[src/rtl/xh_pkg.sv]
package xh_pkg;

    // Bits needed to encode "no XOR" plus one code per upper address bit.
    function automatic int unsigned sel_bits(input int unsigned addr_w, input int unsigned idx_w);
        return $clog2(addr_w - idx_w + 1);
    endfunction

endpackage

[src/rtl/xh_cfg_reg.sv]
module xh_cfg_reg #(
    parameter int unsigned LANES = 6,
    parameter int unsigned SEL_W = 3,
    localparam int unsigned CW   = LANES * SEL_W
) (
    input  logic          clk,
    input  logic          rst_n,
    input  logic          we,
    input  logic [CW-1:0] data,
    output logic [CW-1:0] cfg_q
);

    typedef struct packed {
        logic [CW-1:0] sel;
    } cfg_st_t;

    cfg_st_t st_d, st_q;

    always_comb begin
        st_d = st_q;
        if (we) begin
            st_d.sel = data;
        end
    end

    always_ff @(posedge clk or negedge rst_n) begin
        if (!rst_n) begin
            st_q <= '0;
        end else begin
            st_q <= st_d;
        end
    end

    assign cfg_q = st_q.sel;

    // a strobe loads the whole field
    assert_cfg_load_R5: assert property (@(posedge clk) disable iff (!rst_n)
        we |=> (cfg_q == $past(data)));

    // without a strobe the selectors hold
    assert_cfg_hold_R5: assert property (@(posedge clk) disable iff (!rst_n)
        !we |=> $stable(cfg_q));

endmodule

[src/rtl/xh_lane.sv]
module xh_lane #(
    parameter int unsigned N_HI  = 6,
    parameter int unsigned SEL_W = 3
) (
    input  logic             lo_bit,
    input  logic [N_HI-1:0]  hi_bits,
    input  logic [SEL_W-1:0] sel,
    output logic             idx_bit
);

    logic tap;

    // One-of-N_HI tap; code 0 and codes above N_HI leave tap at 0.
    always_comb begin
        tap = 1'b0;
        for (int j = 0; j < int'(N_HI); j++) begin
            if (sel == SEL_W'(j + 1)) begin
                tap = hi_bits[j];
            end
        end
        idx_bit = lo_bit ^ tap;
    end

    always_comb begin
        if (sel == '0 || int'(sel) > int'(N_HI)) begin
            // no XOR for code 0 or an out-of-range code
            assert_lane_noxor_R4: assert (idx_bit == lo_bit);
        end else begin
            // code j+1 taps upper bit j
            assert_lane_tap_R3: assert (idx_bit == (lo_bit ^ hi_bits[int'(sel) - 1]));
        end
    end

endmodule

[src/rtl/xor_index_hash.sv]
module xor_index_hash #(
    parameter int unsigned ADDR_W  = 12,
    parameter int unsigned IDX_W   = 6,
    parameter bit          OUT_REG = 1'b1,
    localparam int unsigned N_HI   = ADDR_W - IDX_W,
    localparam int unsigned SEL_W  = xh_pkg::sel_bits(ADDR_W, IDX_W),
    localparam int unsigned CW     = IDX_W * SEL_W
) (
    input  logic              clk,
    input  logic              rst_n,
    input  logic              cfg_we,
    input  logic [CW-1:0]     cfg_data,
    input  logic [ADDR_W-1:0] blk_addr,
    output logic [IDX_W-1:0]  set_idx
);

    logic [CW-1:0]    cfg_q;
    logic [IDX_W-1:0] hash_c;

    xh_cfg_reg #(
        .LANES (IDX_W),
        .SEL_W (SEL_W)
    ) cfg_i (
        .clk   (clk),
        .rst_n (rst_n),
        .we    (cfg_we),
        .data  (cfg_data),
        .cfg_q (cfg_q)
    );

    for (genvar k = 0; k < int'(IDX_W); k++) begin : g_lane
        xh_lane #(
            .N_HI  (N_HI),
            .SEL_W (SEL_W)
        ) lane_i (
            .lo_bit  (blk_addr[k]),
            .hi_bits (blk_addr[ADDR_W-1:IDX_W]),
            .sel     (cfg_q[k*SEL_W +: SEL_W]),
            .idx_bit (hash_c[k])
        );
    end

    if (OUT_REG) begin : g_oreg
        typedef struct packed {
            logic [IDX_W-1:0] idx;
        } out_st_t;

        out_st_t o_d, o_q;

        always_comb begin
            o_d     = o_q;
            o_d.idx = hash_c;
        end

        always_ff @(posedge clk or negedge rst_n) begin
            if (!rst_n) begin
                o_q <= '0;
            end else begin
                o_q <= o_d;
            end
        end

        assign set_idx = o_q.idx;

        // all-zero selectors give modulo indexing one cycle later
        assert_modulo_R1: assert property (@(posedge clk) disable iff (!rst_n)
            (cfg_q == '0) |=> (set_idx == $past(blk_addr[IDX_W-1:0])));
    end else begin : g_comb
        assign set_idx = hash_c;
    end

endmodule

[config.mk]
export PLATFORM = sky130hd
export DESIGN_NAME = xor_index_hash
export DESIGN_NICKNAME = d
export VERILOG_FILES = /design/src/rtl/xh_pkg.sv /design/src/rtl/xh_cfg_reg.sv /design/src/rtl/xh_lane.sv /design/src/rtl/xor_index_hash.sv
export SDC_FILE = /design/constraint.sdc
export NUM_CORES = 1
export LEC_CHECK = 0
export BUFFER_PORTS_ARGS = -buffer_cell sky130_fd_sc_hd__buf_2
export CORE_MARGIN = 5
export CORE_UTILIZATION = 45
export DETAILED_ROUTE_END_ITERATION = 16
export PLACE_DENSITY_LB_ADDON = 0.25
export SKIP_CTS_REPAIR_TIMING = 1
export SYNTH_ARGS = -nofsm -noshare
export SYNTH_HDL_FRONTEND = slang
export SYNTH_SLANG_ARGS = --single-unit
[constraint.sdc]
create_clock -name clk -period 1.6 [get_ports clk]
set_clock_uncertainty 0.05 [all_clocks]
set_input_delay 0.08 -clock clk [delete_from_list [all_inputs] [get_ports clk]]
set_output_delay 0.08 -clock clk [all_outputs]
set_load 0.02 [all_outputs]
# Word-level counts from Yosys, hierarchy flattened
# Index checks and enable logic that the tools add are counted.
word_totals:
  out_inout_bits: 6
  wordCells: 80
  regBits: 24
op_classes:
  n_eq_ne: 36
  n_mux: 36
  bitwise: 6
op_table:
  columns: ["op", "count"]
  rows:
  - ["3-bit equality test (second input constant)", 18]
  - ["3-bit by 2-bit equality test with 1-bit output (second input constant)", 12]
  - ["1-bit two-way mux", 36]
  - ["3-bit by 1-bit equality test with 1-bit output (second input constant)", 6]
  - ["1-bit bitwise XOR", 6]

# Longest topological paths before layout
# Gate-level depths: netlist of run 1.
depth:
  word_depth: 8
  ltp_mapped: 4
  ltp_nobuf: 4

# Hierarchy
# A second synthesis of run 1 with hierarchy kept.
unflattened:
  cells_unflattened: 92
  hier_area_um2: 1232.4
modules_own_cells:
  columns: ["module", "instances", "area_each_um2", "cells_each"]
  rows:
  - ["xh_cfg_reg", 1, 721.9, 38]
  - ["xh_lane", 6, 60.1, 8]
  - ["xor_index_hash", 1, 150.1, 6]

# Least setup slack after synthesis of run 1
# Ideal clock, no wire load.
synth_path:
  kind: "reg2reg"
  from: "register cfg_i.st_q (netlist bit cfg_i.cfg_q[1])"
  to: "register g_oreg.o_q (netlist bit set_idx[0])"
  path_slack_ns: 0.506
  path_stages_with_launch: 5
  arrival_ns: 0.921
  required_time_ns: 1.426
  n_path_buf: 0
  synth_period_minus_slack_ns: 1.094
  path_cell_list: "dfrtp_1 -> nand2b_1 -> a31oi_1 -> o211ai_1 -> xnor2_1"
synth_between:
  elab_chain_cells: 8
synth_rtl:
  columns: ["element", "line", "source"]
  rows:
  - ["start, declared", "xh_cfg_reg.sv:17", "cfg_st_t st_d, st_q;"]
  - ["start signal, assigned", "xh_cfg_reg.sv:30", "st_q <= st_d;"]
  - ["3-bit by 1-bit equality test with 1-bit output", "xh_lane.sv:17", "if (sel == SEL_W'(j + 1)) begin"]
  - ["1-bit two-way mux (5 in series)", "xh_lane.sv:17", null]
  - ["1-bit two-way mux *", "xh_lane.sv:17", null]
  - ["1-bit bitwise XOR *", "xh_lane.sv:21", "idx_bit = lo_bit ^ tap;"]
  - ["via g_lane[0].lane_i.idx_bit", "xh_lane.sv:8", "output logic idx_bit"]
  - ["end signal, assigned", "xor_index_hash.sv:57", "o_q <= '0;"]
  - ["end signal, assigned", "xor_index_hash.sv:59", "o_q <= o_d;"]
  - ["end, declared", "xor_index_hash.sv:48", "out_st_t o_d, o_q;"]
# Mark *: on every way through the listed nets, which the timed path passes. The rest lies on a longest branch.
# A chain may end at the register's enable or synchronous reset.

# Worst setup path in the final report of run 1
# Same ends and word-level chain as after synthesis.

==> summary.md, run 1 <==
| Metric | Value |
|---|---|
| Status | finished, final reports clean |
| CP arrival | 1370 ps |
| Starting density of the core | 0.475 |
| Clock Latency Late Sink | about 310 ps |
| Path category of the worst min-delay check | input port to asynchronous set/reset pin |
| Fmax | between 0.8 and 0.9 GHz |
| Final setup viols | 0 |
| Slew HR | 0.643 |
| Max-cap violations | 0 |
| GRT overflow | 0 |
| Path depth of the worst reg2reg path | 4 |
| Final min period | between 1000 and 1500 ps |
| RePlAce Congestion | between 0.7 and 0.8 |
| Vias in the first global route | 980 |
| Share of layout cells above drive strength 1 | 0.253 |
| Yosys top cell area share | 0.506 |
| Final Cycle Share | 0.757 |
| Synth Warn # | 0 |
| Total CTS buffers | 3 |
| R2r setup slk | 390 ps |
| HPWL after DPL | 1930 µm |
| Post-synth top area cell | dfrtp_1 |
| First-pass GRT wire length | 4200 µm |
| Fin cells | 196 |
| Cell Area, Synth | 1190 µm² |
| LEAKAGE | between 0.7 and 0.8 nW |
| Final setup TNS | 0 ps |
| Die area | ~3800 µm² |
| Die height | ~61 µm |
| Core Rows | 18 |
| Setup CP Type | flip-flop to flip-flop |
| Slew @ Worst Pin | around 540 ps |
| DR DRC count | 0 |
| R2R Path Start | cfg_i.cfg_q[1] |
| Post-DR wirelength/cell | 14.6 µm |
| Largest net degree at the start of global routing | 25 |
| Top Ports | 39 |
| Clk root buf | clkbuf_4 |
| Drt first-iter violations | 20 |
| Fin nets | 200 |
| 1st-pass router iterations | 4 |
| Die X | 61.4 µm |
| DRT Wirelength | 2860 µm |
| Reg clk slew, reported paths | 130 ps |
| Top FF cell, synth | dfrtp_1 |
| Post-Syn Nets | 134 |
| Vias | 1006 |
| TritonCTS clock tree | yes |
| Top cells by area, synth | dfrtp_1 (51%), mux2_1 (17%), mux2i_1 (7.6%) |
| Pwr/cell area | between 800 and 900 nW/µm² |
| Global Route Usage Sum | 0.153 |
| Critical path required time | 1760 ps |
| Initial antenna violation count | 0 |
| Register area share after synthesis | 0.506 |
| Final Cell Area | 1690 µm² |
| Worst R2R End | set_idx[0] |
| Core ar. | 2500 µm² |
| Worst Path Max Fanout | 6 |
| RSZ-0062 raised after global routing | false |
| EDFF count, synth | 0 |
| IO buf count | 38 |
| Final Slew Violations | 0 |
| Yosys cell types | 16 |
| Layout Area Growth over Synthesis | 42.3% |
| Antenna Cells | 0 |
| H-tree Lvls | 1 |
| CTS sink count | 24 |
| Post-synth top cells | dfrtp_1 (24), mux2_1 (18), mux2i_1 (9) |
| Startpoint Class | flip-flop |
| Crit end category | flip-flop |
| Flops & latches, synth | 24 |
| Most frequent cell after synthesis | dfrtp_1 |
| Filler Cell Count | 196 |
| Final ANT Viol Nets | 0 |
| Via density per instance | slightly above 5 |
| Final hold viol count | 0 |
| Placed insts | about 170 |
| Max IR drop VDD | 0.000691 V |
| Placed inst area | 1400 µm² |
| Synth async-reset ratio | 1.00 |
| Clock Tree Buf Depth | 2 |
| Synthesized area per cell | approximately 12 µm² |
| Syn Inst Count | 101 |
cell type report:
cell class                      count  area (µm²)  share of cell area
Clock buffer                        4        36.3              0.0215
Multi-Input combinational cell     75         574               0.340
Sequential cell                    24         601               0.356
Tap cell                           30        37.5              0.0222
Timing Repair Buffer               63         440               0.261
logic make-up (layout without fill, tap and decap cells):
kind of cell,Yosys count,in the layout,synth area share
AO/OA/AOI/OAI,18,18,0.0948
XOR/XNOR,6,6,0.0443
buffers and inverters,2,67,0.0105
flip-flops,24,24,0.506
multiplexers,27,27,0.247
AND/OR/NAND/NOR,24,24,0.0980
critical path, stage by stage, from the launching register on:
cell	delay, ps
dfrtp_1	450
nand2b_1	160
a31oi_1	170
o211ai_1	130
xnor2_1	140
metrics by stage:
| stage | utilization | total power (W) | setup slack, ps | hold WS (ps) |
|---|---|---|---|---|
| after floorplan | - | 0.000958 | 506 | -266 |
| after global placement | 0.561 | 0.00107 | 455 | 40.6 |
| after detailed placement | 0.561 | 0.00109 | 414 | 42.9 |
| after CTS | 0.576 | 0.00141 | 383 | -312 |
| after global routing | 0.676 | 0.00152 | 257 | 233 |
| final | 0.676 | 0.00143 | 389 | 212 |
placed cells by master, fill, tap and decap left out, drive strengths merged, types with 4 or more instances in the layout:
master,netlist,layout
dlygate4sd3,0,25
nor2,6,6
clkbuf,0,4
o21ai,6,6
mux2i,9,9
mux2,18,18
xnor2,6,6
dfrtp,24,24
buf,2,38
nand2,6,6
nor2b,6,6
worst max path at each step:
stage,start,end,slack (ps),cells after the start
2_1_floorplan,cfg_i.cfg_q[1],set_idx[0],510,4
3_3_place_gp,cfg_i.cfg_q[5],set_idx[1],450,4
3_5_place_dp,cfg_i.cfg_q[1],set_idx[0],410,4
4_1_cts,cfg_i.cfg_q[1],set_idx[0],380,4
5_1_grt,cfg_i.cfg_q[1],set_idx[0],260,4
6_report,cfg_i.cfg_q[1],set_idx[0],390,4
state kept, by name, indices dropped and copies added (netlist names):
register     count
cfg_i.cfg_q     18
set_idx          6
power breakdown:
part,internal [W],switching (W),total (W)
logic,0.000199,0.000174,0.000373
registers,0.000687,0.0000609,0.000747
clock network,0.000139,0.000174,0.000313
layer usage:
layer | wire (µm) | up-vias | global-route usage
met4 | 37 | 0 | 0.0273
met1 | 1160 | 475 | 0.186
met3 | 191 | 4 | 0.0503
li1 | - | 494 | -
met2 | 1470 | 33 | 0.269
met5 | 0 | - | 0
Power figures use the tool's default switching activity.
==> run 2: changes to the inputs <==
--- a/config.mk
+++ b/config.mk
@@ -7,7 +7,7 @@
 export LEC_CHECK = 0
 export BUFFER_PORTS_ARGS = -buffer_cell sky130_fd_sc_hd__buf_2
 export CORE_MARGIN = 5
-export CORE_UTILIZATION = 45
+export CORE_UTILIZATION = 44
 export DETAILED_ROUTE_END_ITERATION = 16
 export PLACE_DENSITY_LB_ADDON = 0.25
 export SKIP_CTS_REPAIR_TIMING = 1
==> constraint.sdc (replaced) <==
create_clock -name clk -period 1.04 [get_ports clk]
set_clock_uncertainty 0.05 [all_clocks]
set_input_delay 0.052 -clock clk [delete_from_list [all_inputs] [get_ports clk]]
set_output_delay 0.052 -clock clk [all_outputs]
set_load 0.02 [all_outputs]
==> run 2 against run 1 <==
Net effect: the flow now finishes with violations (negative setup slack); sequential share of layout area fell by 3.1 points; first-iteration DRC count rose by 10%; register-to-register slack got worse by 560 ps; fmax barely moved; die area rose by 1.9%; final cell count rose by 4.6%.
==> summary.md, run 2 (synthesis results as in run 1) <==
| Metric | Value |
|---|---|
| Status | finished with violations |
| Failing checks | negative setup slack |
| Worst R2R End | set_idx[0] |
| Hold path endpoint | cfg_i.cfg_q[15] |
| TritonCTS clock tree | yes |
| Drt first-iter violations | 22 (+10%) |
| Clock Latency Late Sink | 320 ps (about the same) |
| Slew @ Worst Pin | 534 ps (-1.12 ps) |
| Vias in the first global route | 953 (-2.8%) |
| Path category of the worst min-delay check | input port to flip-flop |
| Clk root buf | clkbuf_4 |
| DRT Wirelength | 2910 µm (+1.9%) |
| Largest register FFs | 18 (unchanged) |
| Global Route Usage Sum | 0.149 (-0.00431) |
| Min Hold Slack | 99.5 ps (-112 ps) |
| HPWL after DPL | 1900 µm (-1.5%) |
| Fin nets | 209 (+4.5%) |
| DR DRC count | 0 (unchanged) |
| RePlAce Congestion | 0.667 (-15%) |
| Placement Setup Slack | -134 ps (-548 ps) |
| Placed insts | 172 (+3.0%) |
| Final ANT Viol Nets | 0 (unchanged) |
| Largest net degree at the start of global routing | 25 (unchanged) |
| 1st-pass router iterations | 4 (unchanged) |
| Reg clk slew, reported paths | 140 ps (about the same) |
| Die X | 62.0 µm (+0.95%) |
| Worst Hold Path Cells | 3 |
| PnR worst setup slack | -170 ps (-559 ps) |
| Startpoint Class | flip-flop |
| First-pass GRT wire length | 4130 µm (-1.8%) |
| Layout Area Growth over Synthesis | 56.3% |
| Fin cells | 205 (+4.6%) |
| Worst Path Max Fanout | 5 (-1) |
| Commonest non-fill, non-tap cells in the layout | buf_2 (38), dlygate4sd3_1 (25), dfrtp_1 (22) |
| R2R Path Start | cfg_i.cfg_q[1] |
| CP arrival | 1410 ps (+40 ps) |
| Path depth of the worst reg2reg path | 5 (+1) |
| Die height | 62.0 µm (+0.95%) |
| Max IR drop VDD | 0.00168 V (+140%) |
| Slew HR | 0.644 (+0.000744) |
| Fmax | 0.827 GHz (about the same) |
| R2r setup slk | -170 ps (-560 ps) |
| Final Cycle Share | 1.16 (+0.407) |
| Core Rows | 18 (unchanged) |
| Max-cap violations | 0 (unchanged) |
| Via density per instance | 4.97 (-3.2%) |
| Initial antenna violation count | 0 (unchanged) |
| H-tree Lvls | 1 (unchanged) |
| CTS sink count | 24 (unchanged) |
| Final Slew Violations | 0 (unchanged) |
| Setup CP Type | flip-flop to flip-flop |
| IO buf count | 38 (unchanged) |
| Starting density of the core | 0.471 (-0.00424) |
| Crit end category | flip-flop |
| Share of layout cells above drive strength 1 | 0.349 (+0.0956) |
| Post-DR wirelength/cell | 14.2 µm (-2.5%) |
| Total CTS buffers | 3 (unchanged) |
| Top Ports | 39 (unchanged) |
| Min-Delay Startpoint | cfg_we |
| RSZ-0062 raised after global routing | true |
| Critical path required time | 1240 ps (-520 ps) |
| Final setup viols | 6 (+6) |
| Final min period | 1210 ps (-0.893 ps) |
| LEAKAGE | 0.841 nW (+10%) |
| Clock Tree Buf Depth | 2 (unchanged) |
| Die area | 3840 µm² (+1.9%) |
| Vias | 1019 (+1.3%) |
| Final hold viol count | 0 (unchanged) |
| Antenna Cells | 0 (unchanged) |
| GRT overflow | 0 (unchanged) |
| Pwr/cell area | 1360 nW/µm² (+60%) |
| Most common cell after layout, fill and taps aside | buf_2 |
| Core ar. | 2520 µm² (+0.90%) |
==> run 2: area by class of cell <==
class	count	area (µm²)
Fill cell	184	667
Multi-Input combinational cell	75	619
Sequential cell	24	603
Timing Repair Buffer	72	543
Tap cell	30	37.5
Clock inverter	1	30.0
Clock buffer	3	22.5
==> run 2: per-layer routing <==
metal  track usage  up-vias  part of all wire
li1              -      513                 -
met1         0.173      479              0.41
met2         0.262       25              0.53
met3        0.0558        2             0.050
met4        0.0303        0            0.0052
met5             0        -                 0
==> run 2: worst max path at each step <==
| stage | start | endpoint | slack (ps) | depth (start not counted) |
|---|---|---|---|---|
| finish | cfg_i.cfg_q[1] | set_idx[0] | -170 | 5 |
| global route | cfg_i.cfg_q[1] | set_idx[0] | -240 | 5 |
| CTS | cfg_i.cfg_q[17] | set_idx[5] | -150 | 4 |
| detailed placement | cfg_i.cfg_q[17] | set_idx[5] | -130 | 4 |
| global placement | cfg_i.cfg_q[17] | set_idx[5] | -60 | 4 |
| floorplan | cfg_i.cfg_q[8] | set_idx[2] | -30 | 4 |
==> run 2: power breakdown <==
group	internal [W]	total, W	switching [W]
Clock	0.000390	0.000683	0.000293
Sequential	0.00106	0.00115	0.0000970
Combinational	0.000382	0.000677	0.000295
Total	0.00183	0.00251	0.000685
==> run 2: through the flow <==
step	power, W	instance area, µm²	setup TNS (ps)	util
finish	0.00251	1860	-741	0.736
global route	0.00265	1860	-1160	0.736
CTS	0.00239	1510	-685	0.597
detailed placement	0.00171	1450	-529	0.576
global placement	0.00168	1450	-300	0.576
floorplan	0.00147	1190	-138	-
==> run 2: worst max-delay path, cell delays in order, from the launching register on <==
cell      delay (ps)
dfrtp_1          460
buf_4            160
nor2_2            90
nor2_1            60
o211ai_1         180
xnor2_1          140
